==> src/rtl/bic_pkg.sv <==
package bic_pkg;
   localparam int REG_W    = 5;
   localparam int CONT_BIT = 31;
   localparam int OPC_MSB  = 30;
   localparam int OPC_LSB  = 25;
   localparam int OPC_W    = OPC_MSB - OPC_LSB + 1;
   localparam int RD_LSB   = 20;
   localparam int RS1_LSB  = 15;
   localparam int RS2_LSB  = 10;

   typedef struct packed {
      logic             used;
      logic [REG_W-1:0] rd;
      logic [REG_W-1:0] rs1;
      logic [REG_W-1:0] rs2;
   } reg_info_t;
endpackage

==> src/rtl/bic_word_decode.sv <==
module bic_word_decode
   import bic_pkg::*;
#(
   parameter logic [OPC_W-1:0] JUMBO_OPC = 6'h3E
) (
   input  logic [31:0] word_i,
   input  logic        wide_en_i,
   output reg_info_t   reg_o,
   output logic        econt_o,
   output logic        sfx_ok_o
);
   logic jumbo;
   wire  unused_low = ^word_i[RS2_LSB-1:0];

   assign jumbo    = (word_i[OPC_MSB:OPC_LSB] == JUMBO_OPC);
   // a jumbo prefix keeps its continuation meaning in either mode
   assign econt_o  = word_i[CONT_BIT] & (wide_en_i | jumbo);
   // a bundle may only end on a word that closes the chain and is not a prefix
   assign sfx_ok_o = ~econt_o & ~jumbo;

   assign reg_o.used = ~jumbo;
   assign reg_o.rd   = word_i[RD_LSB +: REG_W];
   assign reg_o.rs1  = word_i[RS1_LSB +: REG_W];
   assign reg_o.rs2  = word_i[RS2_LSB +: REG_W];
endmodule

==> src/rtl/bic_clash_matrix.sv <==
module bic_clash_matrix
   import bic_pkg::*;
#(
   parameter int LANES = 3
) (
   input  reg_info_t [LANES-1:0] info_i,
   output logic      [LANES-1:0] clash_o
);
   always_comb begin
      clash_o = '0;
      for (int j = 1; j < LANES; j++) begin
         for (int i = 0; i < j; i++) begin
            if (info_i[i].used && info_i[j].used && (info_i[i].rd != '0) &&
                ((info_i[i].rd == info_i[j].rd)  ||
                 (info_i[i].rd == info_i[j].rs1) ||
                 (info_i[i].rd == info_i[j].rs2)))
               clash_o[j] = 1'b1;
         end
      end
   end
endmodule

==> src/rtl/bic_width_select.sv <==
module bic_width_select #(
   parameter int LANES = 3,
   parameter int WID_W = 2
) (
   input  logic [LANES-1:0] vld_i,
   input  logic [LANES-1:0] econt_i,
   input  logic [LANES-1:0] sfx_ok_i,
   input  logic [LANES-1:0] clash_i,
   output logic [WID_W-1:0] width_o
);
   logic chain;
   wire  unused_bits = econt_i[LANES-1] ^ clash_i[0] ^ sfx_ok_i[0];

   always_comb begin
      chain   = vld_i[0];
      width_o = vld_i[0] ? WID_W'(1) : '0;
      for (int k = 1; k < LANES; k++) begin
         chain = chain & econt_i[k-1] & vld_i[k] & ~clash_i[k];
         if (chain && sfx_ok_i[k])
            width_o = WID_W'(k + 1);
      end
   end
endmodule

==> src/rtl/bundle_issue_check.sv <==
module bundle_issue_check
   import bic_pkg::*;
#(
   parameter int               WORD_W    = 32,
   parameter int               LANES     = 3,
   parameter logic [OPC_W-1:0] JUMBO_OPC = 6'h3E,
   localparam int              WIN_W      = LANES * WORD_W,
   localparam int              WORD_BYTES = WORD_W / 8,
   localparam int              WID_W      = $clog2(LANES + 1),
   localparam int              STEP_W     = $clog2(LANES * WORD_BYTES + 1)
) (
   input  logic              clk,
   input  logic              rst_n,
   input  logic [WIN_W-1:0]  fetch_win,
   input  logic [LANES-1:0]  word_vld,
   input  logic              wide_en,
   output logic [WID_W-1:0]  iss_width,
   output logic [STEP_W-1:0] pc_step,
   output logic [LANES-1:0]  lane_vld
);
   initial begin
      assert (WORD_W == 32) else $error("word layout is fixed at 32 bits");
      assert (LANES >= 2 && LANES <= 8) else $error("LANES out of range");
   end

   reg_info_t [LANES-1:0] reg_info;
   logic      [LANES-1:0] econt, sfx_ok, clash;
   logic      [WID_W-1:0] width_d;
   logic      [LANES-1:0] lane_d;

   for (genvar k = 0; k < LANES; k++) begin : g_dec
      bic_word_decode #(.JUMBO_OPC(JUMBO_OPC)) i_dec (
         .word_i   (fetch_win[k*WORD_W +: WORD_W]),
         .wide_en_i(wide_en),
         .reg_o    (reg_info[k]),
         .econt_o  (econt[k]),
         .sfx_ok_o (sfx_ok[k])
      );
      assign lane_d[k] = (width_d > WID_W'(k));
   end

   bic_clash_matrix #(.LANES(LANES)) i_clash (
      .info_i (reg_info),
      .clash_o(clash)
   );

   bic_width_select #(.LANES(LANES), .WID_W(WID_W)) i_sel (
      .vld_i   (word_vld),
      .econt_i (econt),
      .sfx_ok_i(sfx_ok),
      .clash_i (clash),
      .width_o (width_d)
   );

   always_ff @(posedge clk or negedge rst_n) begin
      if (!rst_n) begin
         iss_width <= '0;
         pc_step   <= '0;
         lane_vld  <= '0;
      end else begin
         iss_width <= width_d;
         pc_step   <= STEP_W'(32'(width_d) * WORD_BYTES);
         lane_vld  <= lane_d;
      end
   end

   // output coherence
   p_step_match_r4: assert property (@(posedge clk) disable iff (!rst_n)
      pc_step == STEP_W'(32'(iss_width) * WORD_BYTES));
   p_lane_thermo_r4: assert property (@(posedge clk) disable iff (!rst_n)
      lane_vld == LANES'((1 << iss_width) - 1));

   // a lane only fires for a word that was present
   for (genvar k = 0; k < LANES; k++) begin : g_lane_chk
      p_lane_src_r7: assert property (@(posedge clk) disable iff (!rst_n)
         lane_vld[k] |-> $past(word_vld[k]));
   end

   // head word always issues when present, never when absent
   p_head_issue_r8: assert property (@(posedge clk) disable iff (!rst_n)
      ($past(rst_n) && $past(word_vld[0])) |-> (iss_width != '0));
   p_head_idle_r8: assert property (@(posedge clk) disable iff (!rst_n)
      !$past(word_vld[0]) |-> (iss_width == '0));

   // scalar mode: ordinary head word never bundles
   p_scalar_mode_r9: assert property (@(posedge clk) disable iff (!rst_n)
      ($past(rst_n) && !$past(wide_en) &&
       ($past(fetch_win[OPC_MSB:OPC_LSB]) != JUMBO_OPC)) |-> (iss_width <= WID_W'(1)));
endmodule

==> config.mk <==
export PLATFORM = sky130hd
export DESIGN_NAME = bundle_issue_check
export DESIGN_NICKNAME = d
export VERILOG_FILES = /design/src/rtl/bic_pkg.sv /design/src/rtl/bic_word_decode.sv /design/src/rtl/bic_clash_matrix.sv /design/src/rtl/bic_width_select.sv /design/src/rtl/bundle_issue_check.sv
export SDC_FILE = /design/constraint.sdc
export NUM_CORES = 1
export LEC_CHECK = 0
export BUFFER_PORTS_ARGS = -buffer_cell sky130_fd_sc_hd__buf_2
export CORE_UTILIZATION = 33
export CTS_BUF_LIST = sky130_fd_sc_hd__clkbuf_8
export CTS_CLUSTER_DIAMETER = 100
export CTS_CLUSTER_SIZE = 25
export DETAILED_ROUTE_END_ITERATION = 7
export PLACE_DENSITY = 0.87
export SLEW_MARGIN = 0
export SYNTH_ARGS = -nofsm -noshare
export SYNTH_HDL_FRONTEND = slang
export SYNTH_SLANG_ARGS = --single-unit
export TNS_END_PERCENT = 10
==> constraint.sdc <==
create_clock -name clk -period 0.8 [get_ports clk]
set_input_delay 0.08 -clock clk [delete_from_list [all_inputs] [get_ports clk]]
set_output_delay 0.08 -clock clk [all_outputs]
set_load 0.1 [all_outputs]
==> metrics, run 1 <==
Seq/Total Area, Yosys=11.3%; first-pass GRT wire length=3860 um; Critical path buffers and inverters=2; Final setup viols=10; vias per cell=4.84; routed length per instance=12.2 um; initial antenna violation count=0; Root Buffer=clkbuf_8; global route total overflow=0; worst slack at placement=-0.478 ns; Top delay family on crit path=compound AO/OA/AOI/OAI gates; Port Buf Inserts=68; Crit Path Class=primary input to flop; Reg clk slew, reported paths=0.03 ns; hold path start=word_vld[0]; Req. time, crit path=0.90 ns; share of cells above drive strength 1=51.1%; Slew Viols, Final=0; Inserted Diodes=0; top-area cell type share of the netlist area=23.6%; yosys warns=0; status=finished with violations; PD cells=1000 mW/mm^2; post-synthesis sequential element count=4; critical path launch point type=primary input; TNS Setup=-1.32 ns; peak supply drop=679 uV; DRT Pass-1 Iters=4; Final Instance Area=0.00145 mm^2; crit-path cells=buf_2 -> buf_4 -> nor2_1 -> a21oi_1 -> o31a_1 -> a31o_1 -> nor2_1; Area Growth Syn to Fin=62.6%; total core area=0.00252 mm^2; gr usage total=18.3%; CTS tree=done; placed cell count=200; Critical Path Source=fetch_win[23]; maximum buffer depth of the clock tree=2; Tmin final=1.04 ns; fmax=963 MHz; count of cell types in the netlist=28; CP arrival=1.13 ns; CP Capture Type=flop; Crit path top cell by count=nor2_1; max-cap violations=0; failing checks=setup timing; gate count of the mapped netlist=111; via count=998; die height=53.9 um; fin cells=206; Hold Path Class=primary input to flop; slowest stage delay, CP=0.27 ns; Die Wd=53.9 um; Crit-path slowest cell=a21oi_1; clock sink count=4; fin nets=279; io pins=111; Hold EP=lane_vld[0]; fin crit share=130%; Final Hold Vio Count=0; dpl cell area=0.00131 mm^2; antenna-violating nets left=0; final worst slack=-0.238 ns; largest fanout on the critical path=4; overall power=1.45 mW; H-tree Lvls=1; hold path cells=2; Avg Inst Size Synth=8.01 um^2; residual DRC count=0; RSZ-0062 raised after global routing=yes; vias in the first global route=943; area leader, netlist=xnor2_1; DP HPWL=2050 um; Routed WL=2520 um; largest net degree at the start of global routing=8; cts bufs inserted=3; num rows=18; area of the mapped netlist=890 um^2; Lkg Pwr=0.675 nW; Die ar.=0.00291 mm^2; Area contributors post-synth=xnor2_1 24%, xor2_1 21%, dfrtp_1 11%; initial DRC count=7; Routability Congestion=0.851; Starting Density=35.3%
## how the worst max path moves through the flow
stage / endpoint / cells after the start
6_report: lane_vld[2] / 7
3_3_place_gp: lane_vld[1] / 7
2_1_floorplan: lane_vld[1] / 5
5_1_grt: lane_vld[2] / 8
3_5_place_dp: lane_vld[1] / 7
4_1_cts: lane_vld[2] / 5
## layer usage
layer	GRT usage (%)	up-vias	wire, um
met5	0	-	0
met4	2.63	0	16
met3	3.95	3	188
met2	34.0	54	1300
met1	21.6	446	1020
li1	-	495	-
## layout by cell type, fill, tap and decap left out
master	n
dfrtp_1	2
nand3_2	1
clkbuf_4	1
o21bai_4	1
dlygate4sd3_1	1
nor3_1	8
nand4_1	1
conb_1	2
inv_1	2
o21ai_2	1
and3_1	2
o2111ai_1	1
or4_4	1
buf_8	1
and4b_1	2
a21oi_1	1
nand3b_1	1
xnor2_1	23
nor2_1	2
xnor2_2	1
dfrtp_2	2
nor2b_1	1
nor3_2	3
nor3b_1	1
a21oi_2	1
buf_4	11
buf_12	7
nand2_1	1
a31o_1	1
clkbuf_8	3
o2111ai_2	1
o31a_1	1
xor2_1	21
buf_6	2
o21ai_1	1
buf_2	53
nand3_1	11
## kinds of logic after synthesis
logic type | Yosys count | share of synthesized area (%)
other cells | 1 | 0.422
buf+inv | 17 | 13.2
flops | 4 | 11.3
simple gates | 35 | 22.2
compound gates | 9 | 8.58
xor+xnor | 45 | 44.3
## power by group
part           total (mW)  internal, mW  switching (mW)
sequential          0.224         0.212          0.0114
combinational       0.779         0.366           0.413
clock               0.451         0.329           0.122
total                1.45         0.907           0.546
## stage by stage
stage / hold slack, ns / util [%]
after floorplan: -0.216 / -
after global placement: -0.115 / 51.9
after detailed placement: -0.114 / 51.9
after CTS: 0.0667 / 56.2
after global routing: 0.0702 / 57.3
final: 0.0714 / 57.3
## final cells by class
class / instances / area [um^2]
Inverter: 1 / 3.75
Clock inverter: 1 / 3.75
Clock buffer: 3 / 41.3
Sequential cell: 4 / 103
Timing Repair Buffer: 76 / 543
Tap cell: 30 / 37.5
Fill cell: 250 / 1080
Multi-Input combinational cell: 91 / 714
## cell usage after synthesis, drive strengths merged
cell type and instances:
a31o 1, nor3 11, nor2b 1, o2111ai 2, xor2 21, nand3b 1
or4 1, inv 1, o21bai 1, a21oi 2, clkbuf 1, o31a 1
nand4 1, nand2 1, nor3b 1, conb 1, o21ai 2, nand3 12
and4b 2, nor2 2, xnor2 24, buf 15, and3 2, dfrtp 4
## sequential cells by signal (all words and copies together), names as in the netlist
name,count
pc_step,1
lane_vld,3
## timing repair
| item | in CTS | in global routing |
|---|---|---|
| endpoints found under the hold margin | 4 | 0 |
| pin swaps | 6 | 8 |
| buffers inserted | 1 | 0 |
| setup endpoints to repair | 10 | 10 |
| hold buffers | 1 | 0 |
| resized for setup | 13 | 6 |
No activity file was read; power rests on OpenSTA's default activity.
==> run 2: changes to the inputs <==
==> constraint.sdc (replaced) <==
create_clock -name clk -period 0.8 [get_ports clk]
set_input_delay 0.08 -clock clk [delete_from_list [all_inputs] [get_ports clk]]
set_output_delay 0.08 -clock clk [all_outputs]
set_load 0.02 [all_outputs]
==> run 2 against run 1 <==
Effect of this change: via count up 1.2%; design area shrank 6.7%; global-route usage fell by 1.4 points; worst hold slack better by 0.012 ns; sequential share of layout area is 0.32 points higher; the flow still finishes with violations (setup timing); core utilization shrank 3.8 points; clock power decreased by 9.8%; non-clock buffer count is 4 higher; largest power group unchanged; first-iteration DRC count rose to 3.1 times the previous value; sequential cell count did not move; critical path depth shrank 1; largest cell class unchanged; combinational power shrank 20%.
==> metrics, run 2 (synthesis gave the netlist of run 1 again) <==
status=finished with violations (unchanged); failing checks=setup timing (unchanged); Root Buffer=clkbuf_8 (unchanged); Largest register FFs=3 (unchanged); biggest regs=lane_vld x3, pc_step x1 (unchanged); Int Pwr=0.861 mW (was 0.907 mW); Routed WL=2440 um (was 2520 um); cts bufs inserted=3 (unchanged); Clock power frac=32.8% (was 31.0%); num rows=18 (unchanged); Die ar.=0.00291 mm^2 (unchanged); vias per cell=4.83 (was 4.84); Crit Path Class=primary input to flop (unchanged); Area Growth Syn to Fin=51.8% (was 62.6%); dpl cell area=0.00123 mm^2 (was 0.00131 mm^2); Lkg Pwr=0.660 nW (was 0.675 nW); PD cells=920 mW/mm^2 (was 1000 mW/mm^2); vias in the first global route=900 (was 943); Reg clk slew, reported paths=0.03 ns (about the same); fmax=972 MHz (was 963 MHz); routed length per instance=11.7 um (was 12.2 um); H-tree Lvls=1 (unchanged); overall power=1.24 mW (was 1.45 mW); die height=53.9 um (unchanged); placed cell count=204 (was 200); Starting Density=35.3% (unchanged); largest fanout on the critical path=7 (was 4); maximum buffer depth of the clock tree=2 (unchanged); Comb pwr share=50.0% (was 53.6%); gr usage total=17.0% (was 18.3%); worst slack at placement=-0.476 ns (was -0.478 ns); GR Util met3=1.69% (was 3.95%); io pins=111 (unchanged); Final Instance Area=0.00135 mm^2 (was 0.00145 mm^2); commonest non-fill, non-tap cells in the layout=60 x buf_2, 24 x xnor2_1, 20 x xor2_1 (was 53 x buf_2, 23 x xnor2_1, 21 x xor2_1); antenna-violating nets left=0 (unchanged); Routability Congestion=0.943 (was 0.851); Most flops, register=lane_vld (unchanged); Final setup viols=8 (was 10); DRT Pass-1 Iters=4 (unchanged); CTS tree=done (unchanged); share of cells above drive strength 1=50.8% (was 51.1%); Switching Fraction=30.6% (was 37.6%); via count=1010 (was 998); Min Hold Slack=0.0832 ns (was 0.0714 ns); initial DRC count=22 (was 7); register share of total power=17.2% (was 15.4%); commonest non-fill, non-tap cell in the layout=buf_2 (unchanged); Final Hold Vio Count=0 (unchanged); fin cells=209 (was 206); fin crit share=129% (was 130%); Hold Path Class=primary input to flop (unchanged); Critical Path Source=fetch_win[22] (was fetch_win[23]); fin nets=283 (was 279); CP arrival=1.17 ns (was 1.13 ns); residual DRC count=0 (unchanged); Slew Viols, Final=0 (unchanged); TNS Setup=-0.546 ns (was -1.32 ns); RSZ-0062 raised after global routing=yes (unchanged); initial antenna violation count=0 (unchanged); max-cap violations=0 (unchanged); Port Buf Inserts=68 (unchanged); Req. time, crit path=0.94 ns (was 0.90 ns); total core area=0.00252 mm^2 (unchanged); Final Util=53.5% (was 57.3%); Tmin final=1.03 ns (was 1.04 ns); Inserted Diodes=0 (unchanged); met1 Track Usage GR=19.9% (was 21.6%); switching pwr=0.380 mW (was 0.546 mW); clock sink count=4 (unchanged); peak supply drop=638 uV (was 679 uV); critical path launch point type=primary input (unchanged); first-pass GRT wire length=3630 um (was 3860 um); Worst setup endpoint=lane_vld[1] (was lane_vld[2]); CP Capture Type=flop (unchanged); Die Wd=53.9 um (unchanged); largest net degree at the start of global routing=8 (unchanged); grt peak-use layer=met2 (unchanged); final worst slack=-0.229 ns (was -0.238 ns); met2 Track Usage GR=32.9% (was 34.0%); global route total overflow=0 (unchanged)
==> run 2: cell count changes in the layout (fill, tap and decap cells not counted), moves of 2 or more <==
cell | previous run | this run
dfrtp_1 | 2 | 4
buf_4 | 11 | 16
buf_2 | 53 | 60
dfrtp_2 | 2 | 0
buf_12 | 7 | 0
==> run 2: worst max-delay path, cell delays in order <==
cell and delay [ns]:
clkbuf_4 0.18, xor2_1 0.21, nor3_2 0.07, o31a_1 0.29, a31o_1 0.21, o21bai_2 0.13
==> run 2: how the worst min path moves through the flow <==
| stage | start | endpoint | slack [ns] | depth (start not counted) |
|---|---|---|---|---|
| after floorplan | rst_n | lane_vld[0] | -0.22 | 0 |
| after global placement | rst_n | lane_vld[0] | -0.11 | 1 |
| after detailed placement | rst_n | lane_vld[0] | -0.11 | 1 |
| after CTS | word_vld[0] | lane_vld[0] | 0.08 | 2 |
| after global routing | word_vld[0] | lane_vld[0] | 0.08 | 2 |
| final | word_vld[0] | lane_vld[0] | 0.08 | 2 |
==> run 2: what timing repair did <==
action                                 CTS  global route
endpoints found under the hold margin    4             0
hold buffers                             1             0
setup endpoints to repair                9            10
gates resized for setup                 10             7
buffers inserted                         1             0
pin swaps                                7             3
==> run 2: power groups by stage <==
stage | Clock, mW | Sequential, mW | Combinational (mW)
final | 0.407 | 0.214 | 0.621
after detailed placement | 0 | 0.216 | 0.579
after floorplan | 0 | 0.227 | 0.357
after global routing | 0.427 | 0.216 | 0.674
after global placement | 0 | 0.216 | 0.570
after CTS | 0.413 | 0.214 | 0.607
==> run 2: final cells by class <==
class	instances	area [um^2]
clock buffer	3	41.3
fill	250	1170
inverter	1	3.75
multi-input combinational	91	703
sequential	4	100
tap	30	37.5
timing repair buffer	80	464
==> run 2: routing by layer <==
metal	wire [um]	vias to the layer above
met3	205	0
met4	0	0
met5	0	-
met2	1220	51
li1	-	500
met1	1020	459
